$ cat config.mk
export PLATFORM = sky130hd
export DESIGN_NAME = lsu_lane_top
export DESIGN_NICKNAME = d
export VERILOG_FILES = /design/src/rtl/lsu_lane_pkg.sv /design/src/rtl/lsu_lane_decode.sv /design/src/rtl/lsu_lane_store.sv /design/src/rtl/lsu_lane_load.sv /design/src/rtl/lsu_lane_top.sv
export SDC_FILE = /design/constraint.sdc
export NUM_CORES = 1
export LEC_CHECK = 0
export BUFFER_PORTS_ARGS = -buffer_cell sky130_fd_sc_hd__buf_2
export CAP_MARGIN = 20
export CORE_MARGIN = 5
export CORE_UTILIZATION = 35
export DETAILED_ROUTE_END_ITERATION = 8
export GPL_TIMING_DRIVEN = 1
export PLACE_DENSITY = 0.68
export SLEW_MARGIN = 20
export SYNTH_ARGS = -nofsm -noshare
export SYNTH_HDL_FRONTEND = slang
export SYNTH_HIERARCHICAL = 1
export SYNTH_SLANG_ARGS = --single-unit
$ cat constraint.sdc
create_clock -name clk -period 1.7 [get_ports clk]
set_clock_uncertainty 0.1 [all_clocks]
set_input_delay 0.17 -clock clk [delete_from_list [all_inputs] [get_ports clk]]
set_output_delay 0.17 -clock clk [all_outputs]
set_load 0.02 [all_outputs]
$ cat src/rtl/lsu_lane_pkg.sv
package lsu_lane_pkg;
  localparam int DATA_W  = 32;
  localparam int LANE_W  = 8;
  localparam int LANES   = DATA_W / LANE_W;
  localparam int LIDX_W  = $clog2(LANES);
  localparam int CNT_W   = LIDX_W + 1;

  typedef enum logic [1:0] {
    ORD_LE      = 2'd0,
    ORD_BE_SWAP = 2'd1,
    ORD_BE_WORD = 2'd2,
    ORD_MIXED   = 2'd3
  } order_e;

  typedef enum logic [1:0] {
    SZ_BYTE = 2'd0,
    SZ_HALF = 2'd1,
    SZ_WORD = 2'd2,
    SZ_BAD  = 2'd3
  } size_e;

  typedef struct packed {
    logic [LANES-1:0]  strb;
    logic [DATA_W-1:0] wdata;
    logic [DATA_W-1:0] ldata;
    logic              err;
  } lane_rsp_t;

  function automatic logic [CNT_W-1:0] size_bytes(size_e sz);
    case (sz)
      SZ_BYTE: size_bytes = CNT_W'(1);
      SZ_HALF: size_bytes = CNT_W'(2);
      SZ_WORD: size_bytes = CNT_W'(4);
      default: size_bytes = '0;
    endcase
  endfunction

  // Relation between a lane position relative to the access start and the
  // value byte it carries. The map is its own inverse, so both directions use it.
  function automatic logic [LIDX_W-1:0] byte_perm(order_e ord, size_e sz,
                                                  logic [LIDX_W-1:0] rel);
    byte_perm = rel;
    if (ord == ORD_BE_SWAP && sz == SZ_HALF) byte_perm = {1'b0, ~rel[0]};
    if (ord == ORD_BE_SWAP && sz == SZ_WORD) byte_perm = ~rel;
    if (ord == ORD_MIXED   && sz == SZ_WORD) byte_perm = rel ^ 2'b10;
  endfunction
endpackage

$ cat src/rtl/lsu_lane_decode.sv
module lsu_lane_decode
  import lsu_lane_pkg::*;
(
  input  logic [LIDX_W-1:0] ofs_i,
  input  size_e             size_i,
  input  order_e            order_i,
  output logic [LIDX_W-1:0] eff_ofs_o,
  output logic [CNT_W-1:0]  nbytes_o,
  output logic              misalign_o
);
  logic [LIDX_W-1:0] mirror;

  always_comb begin
    nbytes_o = size_bytes(size_i);
    case (size_i)
      SZ_BYTE: misalign_o = 1'b0;
      SZ_HALF: misalign_o = ofs_i[0];
      SZ_WORD: misalign_o = |ofs_i;
      default: misalign_o = 1'b1;
    endcase
    mirror = '0;
    if (order_i == ORD_BE_WORD) begin
      if (size_i == SZ_BYTE) mirror = 2'b11;
      else if (size_i == SZ_HALF) mirror = 2'b10;
    end
    eff_ofs_o = ofs_i ^ mirror;
  end
endmodule

$ cat src/rtl/lsu_lane_store.sv
module lsu_lane_store
  import lsu_lane_pkg::*;
(
  input  logic              en_i,
  input  logic [LIDX_W-1:0] eff_ofs_i,
  input  logic [CNT_W-1:0]  nbytes_i,
  input  size_e             size_i,
  input  order_e            order_i,
  input  logic [DATA_W-1:0] wdata_i,
  output logic [LANES-1:0]  strb_o,
  output logic [DATA_W-1:0] bus_wdata_o
);
  for (genvar k = 0; k < LANES; k++) begin : g_lane
    logic [LIDX_W-1:0] rel;
    logic [LIDX_W-1:0] src;
    logic              hit;
    assign rel = LIDX_W'(k) - eff_ofs_i;
    assign hit = en_i && ({1'b0, rel} < nbytes_i);
    assign src = byte_perm(order_i, size_i, rel);
    assign strb_o[k] = hit;
    assign bus_wdata_o[k*LANE_W +: LANE_W] =
      hit ? wdata_i[{src, 3'b000} +: LANE_W] : '0;
  end
endmodule

$ cat src/rtl/lsu_lane_load.sv
module lsu_lane_load
  import lsu_lane_pkg::*;
(
  input  logic              en_i,
  input  logic [LIDX_W-1:0] eff_ofs_i,
  input  size_e             size_i,
  input  order_e            order_i,
  input  logic              signed_i,
  input  logic [DATA_W-1:0] rword_i,
  output logic [DATA_W-1:0] ldata_o
);
  logic [LANES-1:0][LANE_W-1:0] vbyte;

  for (genvar j = 0; j < LANES; j++) begin : g_pick
    logic [LIDX_W-1:0] lane;
    assign lane = eff_ofs_i + byte_perm(order_i, size_i, LIDX_W'(j));
    assign vbyte[j] = rword_i[{lane, 3'b000} +: LANE_W];
  end

  always_comb begin
    ldata_o = '0;
    if (en_i) begin
      case (size_i)
        SZ_BYTE: ldata_o = {{(DATA_W-LANE_W){signed_i & vbyte[0][LANE_W-1]}}, vbyte[0]};
        SZ_HALF: ldata_o = {{(DATA_W-2*LANE_W){signed_i & vbyte[1][LANE_W-1]}},
                            vbyte[1], vbyte[0]};
        SZ_WORD: ldata_o = vbyte;
        default: ldata_o = '0;
      endcase
    end
  end
endmodule

$ cat src/rtl/lsu_lane_top.sv
module lsu_lane_top
  import lsu_lane_pkg::*;
#(
  parameter int ADDR_W  = 16,
  parameter bit REG_OUT = 1'b1
) (
  input  logic              clk,
  input  logic              rst_n,
  input  logic              req_valid,
  output logic              req_ready,
  input  logic              req_store,
  input  logic [ADDR_W-1:0] req_addr,
  input  logic [1:0]        req_size,
  input  logic [1:0]        req_order,
  input  logic              req_signed,
  input  logic [DATA_W-1:0] req_wdata,
  input  logic [DATA_W-1:0] req_rword,
  output logic              rsp_valid,
  input  logic              rsp_ready,
  output logic [ADDR_W-1:0] rsp_addr,
  output logic [LANES-1:0]  rsp_strb,
  output logic [DATA_W-1:0] rsp_wdata,
  output logic [DATA_W-1:0] rsp_ldata,
  output logic              rsp_err
);
  size_e             size;
  order_e            order;
  logic [LIDX_W-1:0] eff_ofs;
  logic [CNT_W-1:0]  nbytes;
  logic              misalign;
  lane_rsp_t         comb_rsp;
  logic [ADDR_W-1:0] comb_addr;

  assign size      = size_e'(req_size);
  assign order     = order_e'(req_order);
  assign comb_addr = {req_addr[ADDR_W-1:LIDX_W], {LIDX_W{1'b0}}};
  assign comb_rsp.err = misalign;

  lsu_lane_decode u_dec (
    .ofs_i     (req_addr[LIDX_W-1:0]),
    .size_i    (size),
    .order_i   (order),
    .eff_ofs_o (eff_ofs),
    .nbytes_o  (nbytes),
    .misalign_o(misalign)
  );

  lsu_lane_store u_st (
    .en_i       (req_store & ~misalign),
    .eff_ofs_i  (eff_ofs),
    .nbytes_i   (nbytes),
    .size_i     (size),
    .order_i    (order),
    .wdata_i    (req_wdata),
    .strb_o     (comb_rsp.strb),
    .bus_wdata_o(comb_rsp.wdata)
  );

  lsu_lane_load u_ld (
    .en_i     (~req_store & ~misalign),
    .eff_ofs_i(eff_ofs),
    .size_i   (size),
    .order_i  (order),
    .signed_i (req_signed),
    .rword_i  (req_rword),
    .ldata_o  (comb_rsp.ldata)
  );

  lane_rsp_t out_rsp;

  if (REG_OUT) begin : g_reg
    lane_rsp_t         rsp_q;
    logic [ADDR_W-1:0] addr_q;
    logic              vld_q;

    assign req_ready = ~vld_q | rsp_ready;

    always_ff @(posedge clk or negedge rst_n) begin
      if (!rst_n) begin
        vld_q  <= 1'b0;
        rsp_q  <= '0;
        addr_q <= '0;
      end else if (req_ready) begin
        vld_q <= req_valid;
        if (req_valid) begin
          rsp_q  <= comb_rsp;
          addr_q <= comb_addr;
        end
      end
    end

    assign rsp_valid = vld_q;
    assign out_rsp   = rsp_q;
    assign rsp_addr  = addr_q;
  end else begin : g_pass
    assign req_ready = rsp_ready;
    assign rsp_valid = req_valid;
    assign out_rsp   = comb_rsp;
    assign rsp_addr  = comb_addr;
  end

  assign rsp_strb  = out_rsp.strb;
  assign rsp_wdata = out_rsp.wdata;
  assign rsp_ldata = out_rsp.ldata;
  assign rsp_err   = out_rsp.err;
endmodule

# [Word-level counts from Yosys, hierarchy flattened]
# Cells that the tools add are included.
[totals] reg_bits=84 input_bits=90 out_inout_bits=87 wordCells=97
[op_classes] addsub=8 n_lt_le_gt_ge=4 n_eq_ne=5 shifts=8 n_mux=35 bitwise_logic=21 reduce_logical=10
[op_table] cell="32-bit by 6-bit indexed part select with 8-bit output" count=8
[op_table] cell="32-bit one-hot mux with 3 select lines" count=1
[op_table] cell="2-bit two-way mux" count=25
[op_table] cell="32-bit two-way mux" count=1
[op_table] cell="8-bit two-way mux" count=4
[op_table] cell="2-bit by 3-bit less-than comparator with 1-bit output" count=4
[op_table] cell="1-bit inverter" count=11
[op_table] cell="3-bit one-hot mux with 3 select lines" count=1
[op_table] cell="2-bit adder" count=4
[op_table] cell="2-bit inverter" count=4
[op_table] cell="1-bit logical AND" count=7
[op_table] cell="2-bit == test (second input constant)" count=3
[op_table] cell="1-bit bitwise AND" count=4
[op_table] cell="2-bit by 1-bit == test with 1-bit output (second input constant)" count=2
[op_table] cell="1-bit by 2-bit subtractor with 2-bit output (first input constant)" count=2
[op_table] cell="2-bit subtractor (first input constant)" count=2
[op_table] cell="1-bit one-hot mux with 3 select lines" count=1
[op_table] cell="2-bit zero test" count=1
[op_table] cell="1-bit two-way mux" count=2
[op_table] cell="2-bit AND reduction" count=1
[op_table] cell="2-bit OR reduction" count=1
[op_table] cell="2-bit bitwise XOR" count=1
[op_table] cell="1-bit bitwise OR" count=1

# [Longest topological paths before layout]
[logic_depth] depth_word=12 depth_mapped=13 mapped_depth_nobuf=10

# [Modules after synthesis]
# The synthesis kept the hierarchy.
[by_module_without_submodules] mod="lsu_lane_top" instances=1 cells_per_inst=184 area_per_inst_um2=3524.6 seq_area_each_um2=2102.0
[by_module_without_submodules] mod="lsu_lane_load" instances=1 cells_per_inst=193 area_per_inst_um2=1407.6 seq_area_each_um2=0.0
[by_module_without_submodules] mod="lsu_lane_store" instances=1 cells_per_inst=117 area_per_inst_um2=898.4 seq_area_each_um2=0.0
[by_module_without_submodules] mod="lsu_lane_decode" instances=1 cells_per_inst=10 area_per_inst_um2=71.3 seq_area_each_um2=0.0

# [Worst setup path after synthesis]
# Ideal clock, no wire load.
[synth_path] path_type="input-to-reg" startpoint="input req_size[1]" endpoint="register g_reg.rsp_q, in the netlist rsp_ldata[21]" setup_ns=0.125 t_arrival_ns=2.990 t_required_ns=1.475 setup_slack_ns=-1.515 stages=12 path_buffers=2 path_cell_list="clkbuf_1 xor2_1 nand3b_1 inv_1 ha_1 xnor2_4 xnor2_4 mux2i_2 o21a_4 buf_6 a21oi_2 mux2_4"
[synth_lines] element="start: declaration" line="lsu_lane_top.sv:13" source="input logic [1:0] req_size,"
[synth_lines] element="end signal: assignment" line="lsu_lane_top.sv:86" source="rsp_q <= comb_rsp;"
[synth_lines] element="end: declaration" line="lsu_lane_top.sv:72" source="lane_rsp_t rsp_q;"

==> results.txt <==
The total congestion overflow came out at 0. In this run the clock root is driven by a sky130_fd_sc_hd__clkbuf_16. Setup slack on the critical path of the routed design comes to -0.652 ns.

The clock latency on the worst-skew pair is 0.35 ns. The final routed DRC violation total came out at 0. The first-pass GRT wire length is 30200 um. TritonCTS built the clock tree. Including well taps, the total number of placed cells is roughly 940. The largest stage delay on the critical path is ~0.29 ns. The maximum fanout along the worst path came out at 8.

Once layout is complete, the cells apart from fillers number between 900 and 1000. The initial standard-cell utilization of the core came out at between 30% and 40%. In this run the static leakage power is around 4.3 nW. The count of cell types in the netlist is 52. Yosys printed 6 warnings. The sequential share of the synthesized area came out at 35.6%. In this design, the largest share of critical-path delay is due to buffers and inverters. The placed cell area came out at 7480 um^2. The worst endpoint data arrival time came out at ~2.5 ns. Dividing the detail-routed wire length by the instance count gives approximately 20 um. The commonest non-fill, non-tap cell in the layout is sky130_fd_sc_hd__buf_2. The required arrival time at the worst endpoint came out at ~1.8 ns. In this run the standard cell core region covers 16600 um^2.

The final period utilization came out at 138%. The number of antenna diodes in the final layout is 0. The final wirelength is a little under 20000 um.

Each instance of the synthesized netlist takes up on average about 12 um^2. The final-layout worst hold slack came out at approximately 0.08 ns. The TritonCTS sink count came out at 84. The standard-cell row count came out at 47. The kind of path behind the tightest hold check is input port to asynchronous set/reset pin.

Across the VDD grid, the largest voltage drop is between 0.5 and 0.6 mV. Walking the worst path, the cells encountered are buf_8, buf_6, nor3b_4, xor2_4, buf_6, xor2_4, inv_2, ha_4, a21oi_2, o21a_2, nand4_4, o22ai_2, mux2_4. The run finished, with violations left. The clock passes through at most 2 buffers. The worst setup path is launched from an input port.

In this run, synthesis inferred 0 flip-flops with an integrated enable. The checks that failed: negative setup slack. In the synthesized netlist, the number of instances is approximately 500. The congestion estimate from routability-driven global placement came to slightly above 0.9. The count of final max-slew check failures came out at 0.

The number of clock buffers added by TritonCTS is 9. The remaining antenna violation count is 0. The via count of the first global-routing pass came out at around 5500.

Timing would allow up to 425 MHz. The area growth from synthesis to layout is 54.6%. The CTS clock-pin slew for the worst setup and hold paths came out at 0.06 ns. The H-tree depth came out at 3. The critical path contains buffers and inverters numbering 4 combined.

The maximum number of pins on one net before global-route repair came out at 52. Measured along the y axis, the die boundary spans 140 um. Setup violations remaining at the end of the flow were counted as between 60 and 70.

The library cells used most frequently in the layout, excluding fill and tap cells, are 170 x sky130_fd_sc_hd__buf_2, 84 x sky130_fd_sc_hd__dfrtp_1, 72 x sky130_fd_sc_hd__mux2_4, 64 x sky130_fd_sc_hd__buf_4, 40 x sky130_fd_sc_hd__mux2_2. around 180 I/O pins were placed. The final standard cell area without fillers is 9130 um^2. The HPWL reported at the end of detailed placement came out at between 10000 and 15000 um. The tool flagged a number of max-cap violations equal to 0.

The net count of the finished layout is 860. Setup repair after global routing could not meet its margin everywhere. The fill cell instance count of the final layout came out at 1386.

The total via count after detailed routing is 5269. The slowest stage of the critical path is the sky130_fd_sc_hd__mux2_4 cell. The total standard cell area after synthesis came out at 5900 um^2. The initial antenna violation count was 0. The areal power density over the cells came out at between 800 and 900 nW/um^2. The die width is between 100 and 150 um. The worst setup path is of the input port to register kind. Of all flip-flops after synthesis, the portion carrying an async set or reset was 100%.

The number of iterations in the first detailed-routing pass came out at 5. Global routing used around a fifth of the available tracks across all layers. The final hold violation count came out at 0. The die covers ~20000 um^2. The total power draw came out at approximately 0.0075 W.

The synthesis-stage register bit count is 84. The initial detailed-routing violation count came out at about 350. The fraction of final layout cells with drive strength greater than 1 is 67.8%.

STA classifies the critical path endpoint as a register. The final critical-path required period came out at 2.35 ns. The total of buffers placed on input and output ports came out at 174. The most used flip-flop cell after synthesis is sky130_fd_sc_hd__dfrtp_1. The routed via count divided by cell count is around 5.3.
routing by layer:
metal	vias to the layer above	GRT usage, %	part of all wire (%)
li1	2407	-	-
met1	2600	23.6	41
met2	231	33.1	49
met3	31	4.39	7.2
met4	0	6.37	2.3
met5	-	0	0
registers in the layout, indices dropped and copies added (netlist names):
register   flops
rsp_ldata     32
rsp_wdata     32
rsp_addr      14
rsp_strb       4
rsp_err        1
rsp_valid      1
where the power goes:
part	switching, W	internal [W]	total (W)	leakage, nW
logic	0.00150	0.00147	0.00297	3.04
clock network	0.000877	0.00134	0.00222	0.164
registers	0.000112	0.00218	0.00229	1.12
worst register-to-register path, cell delays in order (launching register included):
cell	delay (ns)
sky130_fd_sc_hd__dfrtp_1	0.39
sky130_fd_sc_hd__nand2b_4	0.08
sky130_fd_sc_hd__nand2_4	0.21
sky130_fd_sc_hd__buf_4	0.27
sky130_fd_sc_hd__mux2_2	0.36
synth_stat cells (4+ instances only):
library cell	number	share of area, %
sky130_fd_sc_hd__dfrtp_1	84	36
sky130_fd_sc_hd__mux2_4	70	18
sky130_fd_sc_hd__mux2i_1	43	7.3
sky130_fd_sc_hd__mux2_2	42	8.0
sky130_fd_sc_hd__o22ai_1	32	3.4
sky130_fd_sc_hd__a21oi_1	21	1.8
sky130_fd_sc_hd__nor2_1	21	1.3
sky130_fd_sc_hd__o21ai_0	16	1.4
sky130_fd_sc_hd__clkbuf_1	14	0.89
sky130_fd_sc_hd__nand2_1	13	0.83
sky130_fd_sc_hd__nand3_1	13	1.1
sky130_fd_sc_hd__nand2b_1	12	1.3
sky130_fd_sc_hd__a21oi_2	10	1.5
sky130_fd_sc_hd__a211oi_1	9	1.1
sky130_fd_sc_hd__a21o_1	8	1.0
sky130_fd_sc_hd__buf_12	8	2.7
sky130_fd_sc_hd__nor4_1	8	0.85
sky130_fd_sc_hd__o211ai_1	7	0.89
sky130_fd_sc_hd__buf_4	6	0.76
sky130_fd_sc_hd__ha_1	6	1.3
sky130_fd_sc_hd__xor2_1	6	0.89
sky130_fd_sc_hd__buf_6	4	0.76
sky130_fd_sc_hd__inv_1	4	0.25
sky130_fd_sc_hd__o21a_1	4	0.51
final cells by class:
cell class | count | area, um^2 | share of cell area (%)
inverters | 5 | 21.3 | 0.233
well taps | 220 | 275 | 3.02
clock inverters | 6 | 91.3 | 1.00
flip-flops and latches | 84 | 2100 | 23.0
repair buffers | 283 | 1970 | 21.6
clock buffers | 10 | 239 | 2.62
multi-input cells | 381 | 4430 | 48.5
worst paths after layout:
| path | start | endpoint | slack, ns | cells past startpoint |
|---|---|---|---|---|
| max in group asynchronous | rst_n | rsp_addr[2]$_DFFE_PN0P_ | 0.86 | 3 |
| min reg2reg | rsp_addr[15]$_DFFE_PN0P_ | rsp_addr[15]$_DFFE_PN0P_ | 0.40 | 1 |
| min in group clk | req_wdata[30] | rsp_wdata[6]$_DFFE_PN0P_ | 0.18 | 4 |
| min | rst_n | rsp_addr[11]$_DFFE_PN0P_ | 0.08 | 2 |
| max reg2reg | rsp_valid$_DFFE_PN0P_ | rsp_wdata[29]$_DFFE_PN0P_ | 0.17 | 4 |
| max | req_size[1] | rsp_wdata[18]$_DFFE_PN0P_ | -0.65 | 13 |
stage by stage:
| stage | util (%) | TNS (ns) | worst slack, ns |
|---|---|---|---|
| after floorplan | - | -51.73 | -1.15 |
| after global placement | 45.1 | -63.36 | -1.11 |
| after detailed placement | 45.1 | -65.94 | -1.16 |
| after CTS | 52.9 | -32.82 | -0.607 |
| after global routing | 55.0 | -42.37 | -0.726 |
| final | 55.0 | -36.45 | -0.652 |
cells by family after synthesis:
group	share of synthesized area [%]
AOI/OAI and AO/OA	12.5
xor gates and xnor gates	2.54
other	0.0635
DFF	35.6
buffers and inverters	5.72
muxes	33.3
adders and majority gates	1.27
and+or+nand+nor	8.97
repair_timing:
action / CTS / global route
endpoints found under the hold margin: 99 / 0
gates cloned: 3 / 0
pin swaps: 20 / 25
hold buffers: 17 / 0
setup buffers: 8 / 4
setup endpoints to repair: 68 / 68
gates resized for setup: 129 / 57
Power figures use the tool's default switching activity.
